**src/rtl/fpstk_pkg.sv**
```systemverilog
package fpstk_pkg;

    typedef enum logic [2:0] {
        OP_NOP     = 3'd0,
        OP_PUSH    = 3'd1,
        OP_POP     = 3'd2,
        OP_READ    = 3'd3,
        OP_WRITE   = 3'd4,
        OP_CLASSIC = 3'd5,
        OP_WRPOP   = 3'd6,
        OP_RSVD    = 3'd7
    } stk_op_e;

endpackage

```
**src/rtl/fpstk_slot_map.sv**
```systemverilog
// Turns a stack-relative position into a physical register index.
module fpstk_slot_map #(
    parameter int DEPTH = 8,
    localparam int PTR_W = $clog2(DEPTH)
) (
    input  logic [PTR_W-1:0] base,
    input  logic [PTR_W-1:0] offset,
    output logic [PTR_W-1:0] idx
);
    localparam logic [PTR_W:0] DEPTH_W = (PTR_W+1)'(DEPTH);

    logic [PTR_W:0] sum;

    always_comb begin
        sum = {1'b0, base} + {1'b0, offset};
        if (sum >= DEPTH_W) begin
            idx = PTR_W'(sum - DEPTH_W);
        end else begin
            idx = sum[PTR_W-1:0];
        end
    end
endmodule

```
**src/rtl/fpstk_regfile.sv**
```systemverilog
// Register storage: one write port and one combinational read port.
module fpstk_regfile #(
    parameter int DATA_W = 80,
    parameter int DEPTH  = 8,
    localparam int PTR_W = $clog2(DEPTH)
) (
    input  logic              clk,
    input  logic              rst_n,
    input  logic              we,
    input  logic [PTR_W-1:0]  widx,
    input  logic [DATA_W-1:0] wdata,
    input  logic [PTR_W-1:0]  ridx,
    output logic [DATA_W-1:0] rdata
);
    logic [DATA_W-1:0] mem_d [DEPTH];
    logic [DATA_W-1:0] mem_q [DEPTH];

    always_comb begin
        for (int k = 0; k < DEPTH; k++) begin
            mem_d[k] = mem_q[k];
        end
        if (we) begin
            mem_d[widx] = wdata;
        end
    end

    always_ff @(posedge clk) begin
        for (int k = 0; k < DEPTH; k++) begin
            if (!rst_n) begin
                mem_q[k] <= '0;
            end else begin
                mem_q[k] <= mem_d[k];
            end
        end
    end

    assign rdata = mem_q[ridx];
endmodule

```
**src/rtl/fp_regstack.sv**
```systemverilog
module fp_regstack
    import fpstk_pkg::*;
#(
    parameter int DATA_W = 80,
    parameter int DEPTH  = 8,
    localparam int PTR_W = $clog2(DEPTH)
) (
    input  logic              clk,
    input  logic              rst_n,
    input  logic              op_valid,
    input  logic [2:0]        op_code,
    input  logic [PTR_W-1:0]  slot,
    input  logic [DATA_W-1:0] wr_data,
    output logic [PTR_W-1:0]  top,
    output logic [DEPTH-1:0]  tags,
    output logic [DATA_W-1:0] rd_data,
    output logic              rd_valid,
    output logic              ovf_flag,
    output logic              unf_flag
);
    localparam logic [PTR_W-1:0] DOWN_ONE = PTR_W'(DEPTH - 1);
    localparam logic [PTR_W-1:0] UP_ONE   = PTR_W'(1);

    typedef struct packed {
        logic [PTR_W-1:0]  top;
        logic [DEPTH-1:0]  tag;
        logic [DATA_W-1:0] rd_data;
        logic              rd_valid;
        logic              ovf;
        logic              unf;
    } ctl_t;

    ctl_t ctl_d, ctl_q;

    stk_op_e          op;
    logic [PTR_W-1:0] sel_off;
    logic [PTR_W-1:0] sel_idx;
    logic [PTR_W-1:0] push_idx;
    logic [PTR_W-1:0] inc_idx;
    logic             rf_we;
    logic [PTR_W-1:0] rf_widx;
    logic [DATA_W-1:0] rf_rdata;

    assign op = stk_op_e'(op_code);

    // The POP read targets ST(0), CLASSIC targets ST(1), the rest take the slot input
    always_comb begin
        case (op)
            OP_POP:     sel_off = '0;
            OP_CLASSIC: sel_off = UP_ONE;
            default:    sel_off = slot;
        endcase
    end

    fpstk_slot_map #(.DEPTH(DEPTH)) u_map_sel (
        .base(ctl_q.top), .offset(sel_off), .idx(sel_idx));
    fpstk_slot_map #(.DEPTH(DEPTH)) u_map_push (
        .base(ctl_q.top), .offset(DOWN_ONE), .idx(push_idx));
    fpstk_slot_map #(.DEPTH(DEPTH)) u_map_inc (
        .base(ctl_q.top), .offset(UP_ONE), .idx(inc_idx));

    fpstk_regfile #(.DATA_W(DATA_W), .DEPTH(DEPTH)) u_rf (
        .clk(clk), .rst_n(rst_n),
        .we(rf_we), .widx(rf_widx), .wdata(wr_data),
        .ridx(sel_idx), .rdata(rf_rdata));

    always_comb begin
        ctl_d          = ctl_q;
        ctl_d.rd_valid = 1'b0;
        ctl_d.ovf      = 1'b0;
        ctl_d.unf      = 1'b0;
        rf_we          = 1'b0;
        rf_widx        = sel_idx;
        if (op_valid) begin
            case (op)
                OP_PUSH: begin
                    if (ctl_q.tag[push_idx]) begin
                        ctl_d.ovf = 1'b1;
                    end else begin
                        rf_we               = 1'b1;
                        rf_widx             = push_idx;
                        ctl_d.tag[push_idx] = 1'b1;
                        ctl_d.top           = push_idx;
                    end
                end
                OP_POP, OP_READ: begin
                    if (!ctl_q.tag[sel_idx]) begin
                        ctl_d.unf = 1'b1;
                    end else begin
                        ctl_d.rd_data  = rf_rdata;
                        ctl_d.rd_valid = 1'b1;
                        if (op == OP_POP) begin
                            ctl_d.tag[ctl_q.top] = 1'b0;
                            ctl_d.top            = inc_idx;
                        end
                    end
                end
                OP_WRITE: begin
                    rf_we              = 1'b1;
                    ctl_d.tag[sel_idx] = 1'b1;
                end
                OP_CLASSIC, OP_WRPOP: begin
                    if (!ctl_q.tag[ctl_q.top] || !ctl_q.tag[sel_idx]) begin
                        ctl_d.unf = 1'b1;
                    end else begin
                        rf_we                = 1'b1;
                        ctl_d.tag[ctl_q.top] = 1'b0;
                        ctl_d.top            = inc_idx;
                    end
                end
                default: ;
            endcase
        end
    end

    always_ff @(posedge clk) begin
        if (!rst_n) begin
            ctl_q <= '0;
        end else begin
            ctl_q <= ctl_d;
        end
    end

    assign top      = ctl_q.top;
    assign tags     = ctl_q.tag;
    assign rd_data  = ctl_q.rd_data;
    assign rd_valid = ctl_q.rd_valid;
    assign ovf_flag = ctl_q.ovf;
    assign unf_flag = ctl_q.unf;

    // an accepted push lowers the pointer by one with wrap
    assert_push_moves_down_R3: assert property (@(posedge clk) disable iff (!rst_n)
        (op_valid && op == OP_PUSH && !ovf_flag_next_free())
        |=> top == PTR_W'(($past(top) + DEPTH - 1) % DEPTH));

    // an accepted pop leaves the old top register untagged
    assert_pop_clears_tag_R4: assert property (@(posedge clk) disable iff (!rst_n)
        (op_valid && op == OP_POP && tags[top])
        |=> !tags[$past(top)]);

    // a faulting push keeps the pointer and the tags
    assert_ovf_no_change_R5: assert property (@(posedge clk) disable iff (!rst_n)
        ovf_flag |-> (top == $past(top) && tags == $past(tags)));

    // an underflow keeps the pointer and the tags
    assert_unf_no_change_R6: assert property (@(posedge clk) disable iff (!rst_n)
        unf_flag |-> (top == $past(top) && tags == $past(tags)));

    // at most one result pulse per cycle
    assert_one_pulse_R11: assert property (@(posedge clk) disable iff (!rst_n)
        $onehot0({rd_valid, ovf_flag, unf_flag}));

    function automatic logic ovf_flag_next_free();
        return tags[PTR_W'((top + DEPTH - 1) % DEPTH)];
    endfunction
endmodule

```
**config.mk**
```make
export PLATFORM = sky130hd
export DESIGN_NAME = fp_regstack
export DESIGN_NICKNAME = d
export VERILOG_FILES = /design/src/rtl/fpstk_pkg.sv /design/src/rtl/fpstk_slot_map.sv /design/src/rtl/fpstk_regfile.sv /design/src/rtl/fp_regstack.sv
export SDC_FILE = /design/constraint.sdc
export NUM_CORES = 1
export LEC_CHECK = 0
export ABC_AREA = 1
export BUFFER_PORTS_ARGS = -buffer_cell sky130_fd_sc_hd__buf_2
export CAP_MARGIN = 25
export CORE_UTILIZATION = 25
export CTS_CLUSTER_SIZE = 20
export DETAILED_ROUTE_END_ITERATION = 12
export PLACE_DENSITY_LB_ADDON = 0.12
export SYNTH_ARGS = -nofsm -noshare
export SYNTH_HDL_FRONTEND = slang
export SYNTH_HIERARCHICAL = 1
export SYNTH_SLANG_ARGS = --single-unit
```
**constraint.sdc**
```tcl
create_clock -name clk -period 3.7 [get_ports clk]
set_input_delay 0.555 -clock clk [delete_from_list [all_inputs] [get_ports clk]]
set_output_delay 0.555 -clock clk [all_outputs]
set_load 0.03 [all_outputs]
```
Word-level counts from Yosys, hierarchy flattened
Memories as Yosys holds them, arrays and structs flattened.
Index checks and enable logic that the tools add are counted.
{"block": "word_totals", "n_memories": 1, "regBits": 94, "ram_bits": 640}
{"name": "u_rf.mem_q", "words": 8, "word_bits": 80, "read_ports": 9, "rd_ports_with_merged_regs": 0, "wr": 8, "line": "fpstk_regfile.sv:16", "rtl": "logic [DATA_W-1:0] mem_q [DEPTH];"}
{"block": "op_classes", "bitwise": 13, "n_addsub": 6, "n_lt_le_gt_ge": 11, "n_reduce_logical": 17, "n_eq_ne": 10, "mux": 47}
{"operator": "2-to-1 mux 80 bit", "n": 9}
{"operator": "bitwise mux 640 bit", "n": 1}
{"operator": "2-to-1 mux 640 bit", "n": 1}
{"operator": "demux 80 bit (select 3 bit)", "n": 1}
{"operator": "2-to-1 mux 92 bit", "n": 1}
{"operator": "2-to-1 mux 11 bit", "n": 3}
{"operator": "case mux 8 bit (4 select lines)", "n": 1}
{"operator": "2-to-1 mux 3 bit", "n": 6}
{"operator": ">= comparator 4 bit (second input constant)", "n": 4}
{"operator": "bitwise OR 8 bit", "n": 2}
{"operator": "2-to-1 mux 1 bit", "n": 14}
{"operator": "< comparator 3 x 4 -> 1 bit (second input constant)", "n": 3}
{"operator": "AND reduction 6 bit", "n": 2}
{"operator": "binary-select mux 1 bit (select 3 bit)", "n": 3}
{"operator": "demux 1 bit (select 3 bit)", "n": 3}
{"operator": "== test 3 bit (second input constant)", "n": 3}
{"operator": ">= comparator 3 x 1 -> 1 bit (second input constant)", "n": 3}
{"operator": "case mux 3 bit (3 select lines)", "n": 1}
{"operator": "AND reduction 3 bit", "n": 3}
{"operator": "subtractor 3 x 1 -> 3 bit (second input constant)", "n": 3}
{"operator": "AND 8 bit", "n": 1}
{"operator": "!= test 2 bit (second input constant)", "n": 4}
{"operator": "NOT 8 bit", "n": 1}
{"operator": "bitwise OR 1 bit", "n": 8}
{"operator": "other kinds (17)", "n": 23}

Longest topological paths before layout
Gate-level depths: netlist (run 1).
{"block": "depth", "ltp_word": 16, "depth_mapped": 25, "depth_no_buf": 24}

Modules after synthesis
The synthesis (run 1) kept the hierarchy.
{"module": "fpstk_regfile", "cells_per_inst": 4912, "seq_area_each_um2": 12812.3, "n_inst": 1, "area_each_um2": 30703.2}
{"module": "fp_regstack", "cells_per_inst": 621, "seq_area_each_um2": 1881.8, "n_inst": 1, "area_each_um2": 4325.4}
{"module": "fpstk_slot_map", "cells_per_inst": 12, "seq_area_each_um2": 0.0, "n_inst": 3, "area_each_um2": 72.6}

Worst setup path before layout (run 1)
No wires, ideal clock.
{"block": "synth_path", "kind": "input-to-reg", "startpoint": "in op_code[0]", "endpoint": "mem u_rf.mem_q[4][0]", "arrival_ps": 3237, "stages": 24, "path_slack_ps": 347, "setup_ps": 116, "required_ps": 3584, "cell_sequence": "inv_1 nand2_2 o21ai_0 nand2_1 ha_1 fa_1 inv_1 nand3_1 nand2_1 inv_1 nor2_2 nand3_1 nand2_2 inv_2 nand2_4 nand2_2 o21ai_0 o21a_1 inv_1 nor2_4 nand2_2 clkbuf_1 o21ai_0 nor2_1"}
{"item": "start: declaration", "line": "fp_regstack.sv:11", "rtl": "input logic [2:0] op_code,"}
{"item": "end: declaration", "line": "fpstk_regfile.sv:16"}

==> results.sh, run 1 <==
export IMPL_via_count=33300
export IMPL_start_util_pct=25.2
export IMPL_cts_tree="yes"
export IMPL_holdPathEnd="u_rf/mem_q[7][9]$_SDFFE_PN0P_"
export IMPL_clk_path_buf_depth=3
export IMPL_final_setup_tns_ns=0
export IMPL_cap_violations=0
export IMPL_post_route_period_util_pct=92.9
export IMPL_synthTopCellsByArea="dfxtp_1 42%, nor2_1 14%, nand2_1 12%, o21ai_0 10%, inv_1 8.2%"
export IMPL_hpwlAfterDp_mm=78.5
export IMPL_critPathMaxFanout=18
export IMPL_min_from="wr_data[9]"
export IMPL_p_leak_uw=0.0182
export IMPL_cts_sinks=734
export IMPL_drcViolationCount=0
export IMPL_setup_viol=0
export IMPL_startpoint="top[0]$_SDFFE_PN0P_"
export IMPL_finalHoldViolCount=0
export IMPL_worstMarginPinSlew_ns=0.776
export IMPL_slew_violations=0
export IMPL_fp_dieW_um=377
export IMPL_ys_seq_area_share_pct=41.7
export IMPL_crit_required_ns=4.32
export IMPL_track_usage_pct=18.4
export IMPL_dp_slack_ns=-0.435
export IMPL_die_h_um=377
export IMPL_regToRegSetupSlack_ns=0.26
export IMPL_clk_pin_slew_ns=0.06
export IMPL_port_buffers=182
export IMPL_critPathArrivalTime_ns=4.05
export IMPL_design_area_um2=42400
export IMPL_fmax_mhz=291
export IMPL_ys_ff_latch=734
export IMPL_grt_max_degree=117
export IMPL_critPathSlowestCell="fa_4"
export IMPL_synth_top_area_share_pct=41.7
export IMPL_relSlewSlack_pct=48.3
export IMPL_placed_cell_area_um2=39300
export IMPL_rsz0062_at_grt="no"
export IMPL_instances_no_fill=7654
export IMPL_status="completed"
export IMPL_rows=137
export IMPL_ys_types=33
export IMPL_drive_gt1_share_pct=10.1
export IMPL_ios=183
export IMPL_end_kind="flop"
export IMPL_syn_to_final_growth_pct=20.3
export IMPL_grt_pass1_wl_mm=200
export IMPL_wirelength_mm=131
export IMPL_reg2reg_to="u_rf/mem_q[4][32]$_SDFFE_PN0P_"
export IMPL_rr_worst_depth=18
export IMPL_worstSetupPathType="flop to flop"
export IMPL_fin_skew_ns=0.0421
export IMPL_yosysWarnings=6
export IMPL_firstDrtPassIters=5
export IMPL_powerDensity_nw_per_um2=521
export IMPL_cts_hold_fix_buffers=0
export IMPL_grt_pass1_vias=31600
export IMPL_insertion_delay_ns=0.72
export IMPL_timing_rr_start="top[0]$_SDFFE_PN0P_"
export IMPL_antenna_found_initial=17
export IMPL_fin_crit_ns=3.44
export IMPL_whs_path_depth=3
export IMPL_startpoint_type="flop"
export IMPL_nets=5796
export IMPL_root_buffer="clkbuf_16"
export IMPL_max_vdd_ir_drop_v=0.000314
export IMPL_vias_per_cell=4.34
export IMPL_cts_buffers=95
export IMPL_drtIter0Drc=1989
export IMPL_avgSynthCellArea_um2=6.33
export IMPL_hold_path_class="primary input to flop"
export IMPL_place_gp_congestion=0.766
export IMPL_synth_area_um2=35200
export IMPL_cp_slowest_stage_delay_ns=0.63
export IMPL_route_antenna_remaining_nets=0
export IMPL_placed_cells=7480
export IMPL_cp_cell_sequence="ha_4 -> fa_4 -> buf_4 -> nor2_2 -> nand3_1 -> nand2_2 -> inv_2 -> nand2_4 -> nand2_2 -> o21ai_0 -> o21a_2 -> inv_1 -> nor2_4 -> nand2_4 -> inv_6 -> buf_12 -> nor2_1 -> nor2_1"
export IMPL_setup_ws_ns=0.264
export IMPL_die_area_um2=142000
export IMPL_wl_per_cell_um=17.1
export IMPL_grt_overflow=0
export IMPL_synth_top_cell_by_area="dfxtp_1"
export IMPL_netlist_instances=5569
export IMPL_htree_levels=3
export IMPL_coreArea_um2=140000
==> worst max-delay path, delay by kind of cell, from the launching register on <==
kind	cells	cell delay, ns
simple gates	9	0.99
fa+ha+maj	2	0.80
buf+inv	5	0.72
flops	1	0.45
compound gates	2	0.39
==> synthesized netlist by cell type (all sizes together) <==
master  count
nor2     1328
nand2    1165
inv       790
dfxtp     734
o21ai     728
nand3     356
clkbuf    204
buf       150
a21oi      96
nand4       8
fa          3
ha          3
conb        2
a31oi       1
o21a        1
==> power by group <==
group	switching, µW	total (µW)	internal (µW)	leakage, µW
registers	138	8310	8170	0.00593
logic	3080	4560	1480	0.0108
clock network	3800	9220	5420	0.00151
==> cells by family (layout without fill, tap and decap cells) <==
family,count (synthesis),in the layout,share of synthesized area (%)
buffers and inverters,1144,1342,14.1
and+or+nand+nor,2857,2857,32.2
other,2,13,0.0213
adders and majority gates,6,6,0.277
AOI/OAI and AO/OA,826,826,11.8
DFF,734,734,41.7
==> per-stage QoR <==
stage,hold slack [ns],power (µW),utilization [%]
2_1_floorplan,0.454,11300,-
3_3_place_gp,0.432,13100,28.1
3_5_place_dp,0.434,13100,28.1
4_1_cts,0.127,22500,30.3
5_1_grt,0.166,23400,30.3
6_report,0.186,22100,30.3
==> flip-flops by register name, indices dropped and copies added, names as in the netlist <==
signal,count
u_rf/mem_q,640
rd_valid,1
rd_data,80
unf_flag,1
tags,8
ovf_flag,1
top,3
==> cells in the final DEF, fill, tap and decap left out, types with 3 or more instances in the layout <==
| master | count |
|---|---|
| inv_2 | 7 |
| diode_2 | 3 |
| clkinv_2 | 10 |
| conb_1 | 10 |
| inv_6 | 7 |
| clkbuf_8 | 25 |
| clkbuf_1 | 30 |
| inv_4 | 5 |
| nand4_1 | 8 |
| inv_1 | 772 |
| buf_2 | 181 |
| nor2_4 | 3 |
| o21ai_0 | 726 |
| nand2_1 | 1150 |
| nor2_1 | 1310 |
| nand3_1 | 352 |
| nor2_2 | 14 |
| a21oi_1 | 95 |
| buf_4 | 108 |
| nand2_2 | 6 |
| dfxtp_1 | 734 |
| clkbuf_16 | 96 |
| nand2_4 | 9 |
| buf_12 | 91 |
==> area by class of cell <==
class / instances / area, µm²
fillers: 15700 / 97300
multi-input cells: 3699 / 15700
flip-flops and latches: 734 / 14700
repair buffers: 381 / 3550
inverters: 790 / 3010
clock buffers: 151 / 2860
well taps: 1876 / 2350
clock inverters: 20 / 218
diodes: 3 / 7.51
==> repair_timing <==
action                                  CTS  global route
buffers inserted                          0             0
endpoints found under the setup margin    0           568
resized for setup                         0             4
==> worst max-delay path by stage <==
stage / to / slack, ns / cells past startpoint
after floorplan: u_rf/mem_q[4][0]$_SDFFE_PN0P_ / 0.35 / 24
after global placement: u_rf/mem_q[6][4]$_SDFFE_PN0P_ / -0.40 / 23
after detailed placement: u_rf/mem_q[4][28]$_SDFFE_PN0P_ / -0.43 / 22
after CTS: u_rf/mem_q[6][78]$_SDFFE_PN0P_ / 0.08 / 19
after global routing: u_rf/mem_q[0][73]$_SDFFE_PN0P_ / 0.01 / 19
final: u_rf/mem_q[4][32]$_SDFFE_PN0P_ / 0.26 / 18
==> routing by layer <==
| metal | global-route usage (%) | up-vias | routed length (µm) |
|---|---|---|---|
| li1 | - | 17200 | - |
| met1 | 25.2 | 15400 | 64300 |
| met2 | 29.7 | 512 | 58900 |
| met3 | 2.59 | 179 | 4810 |
| met4 | 5.23 | 8 | 2960 |
| met5 | 0 | - | 49 |
Power figures use the tool's default switching activity.
==> run 2: changes to the inputs <==
CORE_UTILIZATION = 35   (was 25)
==> results.sh, run 2 (synthesis results as in run 1) <==
export IMPL_status="completed"
export IMPL_coreArea_um2=100000
export IMPL_fmax_mhz=289
export IMPL_htree_levels=3
export IMPL_drive_gt1_share_pct=9.75
export IMPL_cts_resized=0
export IMPL_track_usage_pct=22.7
export IMPL_dp_slack_ns=-0.292
export IMPL_fillers=10800
export IMPL_startpoint_type="flop"
export IMPL_grt_pass1_vias=30600
export IMPL_route_antenna_remaining_nets=0
export IMPL_holdWs_ns=0.232
export IMPL_critPathMaxFanout=24
export IMPL_ios=183
export IMPL_start_util_pct=35.2
export IMPL_via_count=33000
export IMPL_port_buffers=182
export IMPL_cts_setup_buffers=0
export IMPL_setup_viol=0
export IMPL_wl_per_cell_um=16.6
export IMPL_p_total_uw=21500
export IMPL_worstMarginPinSlew_ns=0.708
export IMPL_antenna_found_initial=8
export IMPL_end_kind="flop"
export IMPL_vias_per_cell=4.69
export IMPL_largest_reg_flops=640
export IMPL_finalHoldViolCount=0
export IMPL_drcViolationCount=0
export IMPL_die_area_um2=102000
export IMPL_crit_required_ns=4.29
export IMPL_critPathArrivalTime_ns=4.05
export IMPL_nets=5771
export IMPL_insertion_delay_ns=0.66
export IMPL_slew_violations=0
export IMPL_root_buffer="clkbuf_16"
export IMPL_syn_to_final_growth_pct=16.7
export IMPL_worstSetupPathType="flop to flop"
export IMPL_layout_common_cells="1311 x nor2_1, 1151 x nand2_1, 772 x inv_1, 734 x dfxtp_1, 727 x o21ai_0"
export IMPL_cts_buffers=85
export IMPL_grt_pass1_wl_mm=183
export IMPL_hold_path_class="primary input to flop"
export IMPL_max_vdd_ir_drop_v=0.000283
export IMPL_hpwlAfterDp_mm=70.4
export IMPL_post_route_period_util_pct=93.7
export IMPL_die_h_um=319
export IMPL_fin_skew_ns=0.0179
export IMPL_fp_dieW_um=319
export IMPL_cts_hold_fix_buffers=0
export IMPL_final_common_cell="nor2_1"
export IMPL_grt_overflow=0
export IMPL_cts_tree="yes"
export IMPL_clk_pin_slew_ns=0.06
export IMPL_powerDensity_nw_per_um2=523
export IMPL_wirelength_mm=117
export IMPL_rsz0062_at_grt="no"
export IMPL_final_util_pct=41.1
export IMPL_place_gp_congestion=0.805
export IMPL_clk_path_buf_depth=3
export IMPL_final_setup_tns_ns=0
export IMPL_grt_max_degree=134
export IMPL_cap_violations=0
export IMPL_firstDrtPassIters=5
export IMPL_rows=116
export IMPL_drtIter0Drc=2288
export IMPL_fin_crit_ns=3.47
export IMPL_cts_sinks=734
export IMPL_p_leak_uw=0.0179
export IMPL_largest_register="u_rf/mem_q"
export IMPL_setup_ws_ns=0.234
export IMPL_relSlewSlack_pct=52.8
==> run 2: per-stage QoR <==
stage          instances  area (µm²)
2_1_floorplan       5577       35300
3_3_place_gp        6886       38200
3_5_place_dp        6886       38200
4_1_cts             7042       41100
5_1_grt             7044       41100
6_report            7044       41100
==> run 2: cell type report <==
type                    count  area (µm²)  share of cell area (%)
multi-input cells        3699       15700                    38.1
flip-flops and latches    734       14700                    35.7
repair buffers            366        3210                    7.80
inverters                 790        3010                    7.32
clock buffers             128        2530                    6.15
well taps                1298        1620                    3.95
clock inverters            28         387                   0.940
diodes                      1        2.50                 0.00608
==> run 2: worst paths after layout <==
kind,start,to,slack [ns],depth (start not counted)
max reg2reg,top[0]$_SDFFE_PN0P_,u_rf/mem_q[2][28]$_SDFFE_PN0P_,0.23,17
min,wr_data[17],u_rf/mem_q[7][17]$_SDFFE_PN0P_,0.23,3
min reg2reg,rd_data[79]$_SDFFE_PN0P_,rd_data[79]$_SDFFE_PN0P_,0.44,2
max,top[0]$_SDFFE_PN0P_,u_rf/mem_q[2][28]$_SDFFE_PN0P_,0.23,17
==> run 2: routing by layer <==
metal,track usage (%),vias up,wire length [µm]
met3,3.09,134,5230
met4,5.41,6,1930
li1,-,17100,-
met2,37.7,613,53900
met5,0,-,46
met1,30.9,15200,56200
==> run 2: report_power, final <==
| part | internal [µW] | total, µW | switching, µW | leakage [µW] |
|---|---|---|---|---|
| clock | 5230 | 8820 | 3590 | 0.00144 |
| combinational | 1410 | 4410 | 2990 | 0.0106 |
| sequential | 8170 | 8300 | 133 | 0.00593 |
==> run 2: worst max-delay path, stage by stage, from the launching register on <==
cell	delay (ns)
dfxtp_1	0.31
ha_1	0.19
fa_1	0.57
inv_1	0.13
nand2_1	0.08
nand2_1	0.05
nand2_1	0.05
nand2_1	0.09
nor2_1	0.16
nand2_1	0.15
o21ai_0	0.49
buf_4	0.22
nor2_4	0.04
buf_12	0.13
nand2_4	0.07
buf_4	0.38
o21ai_0	0.17
nor2_1	0.11
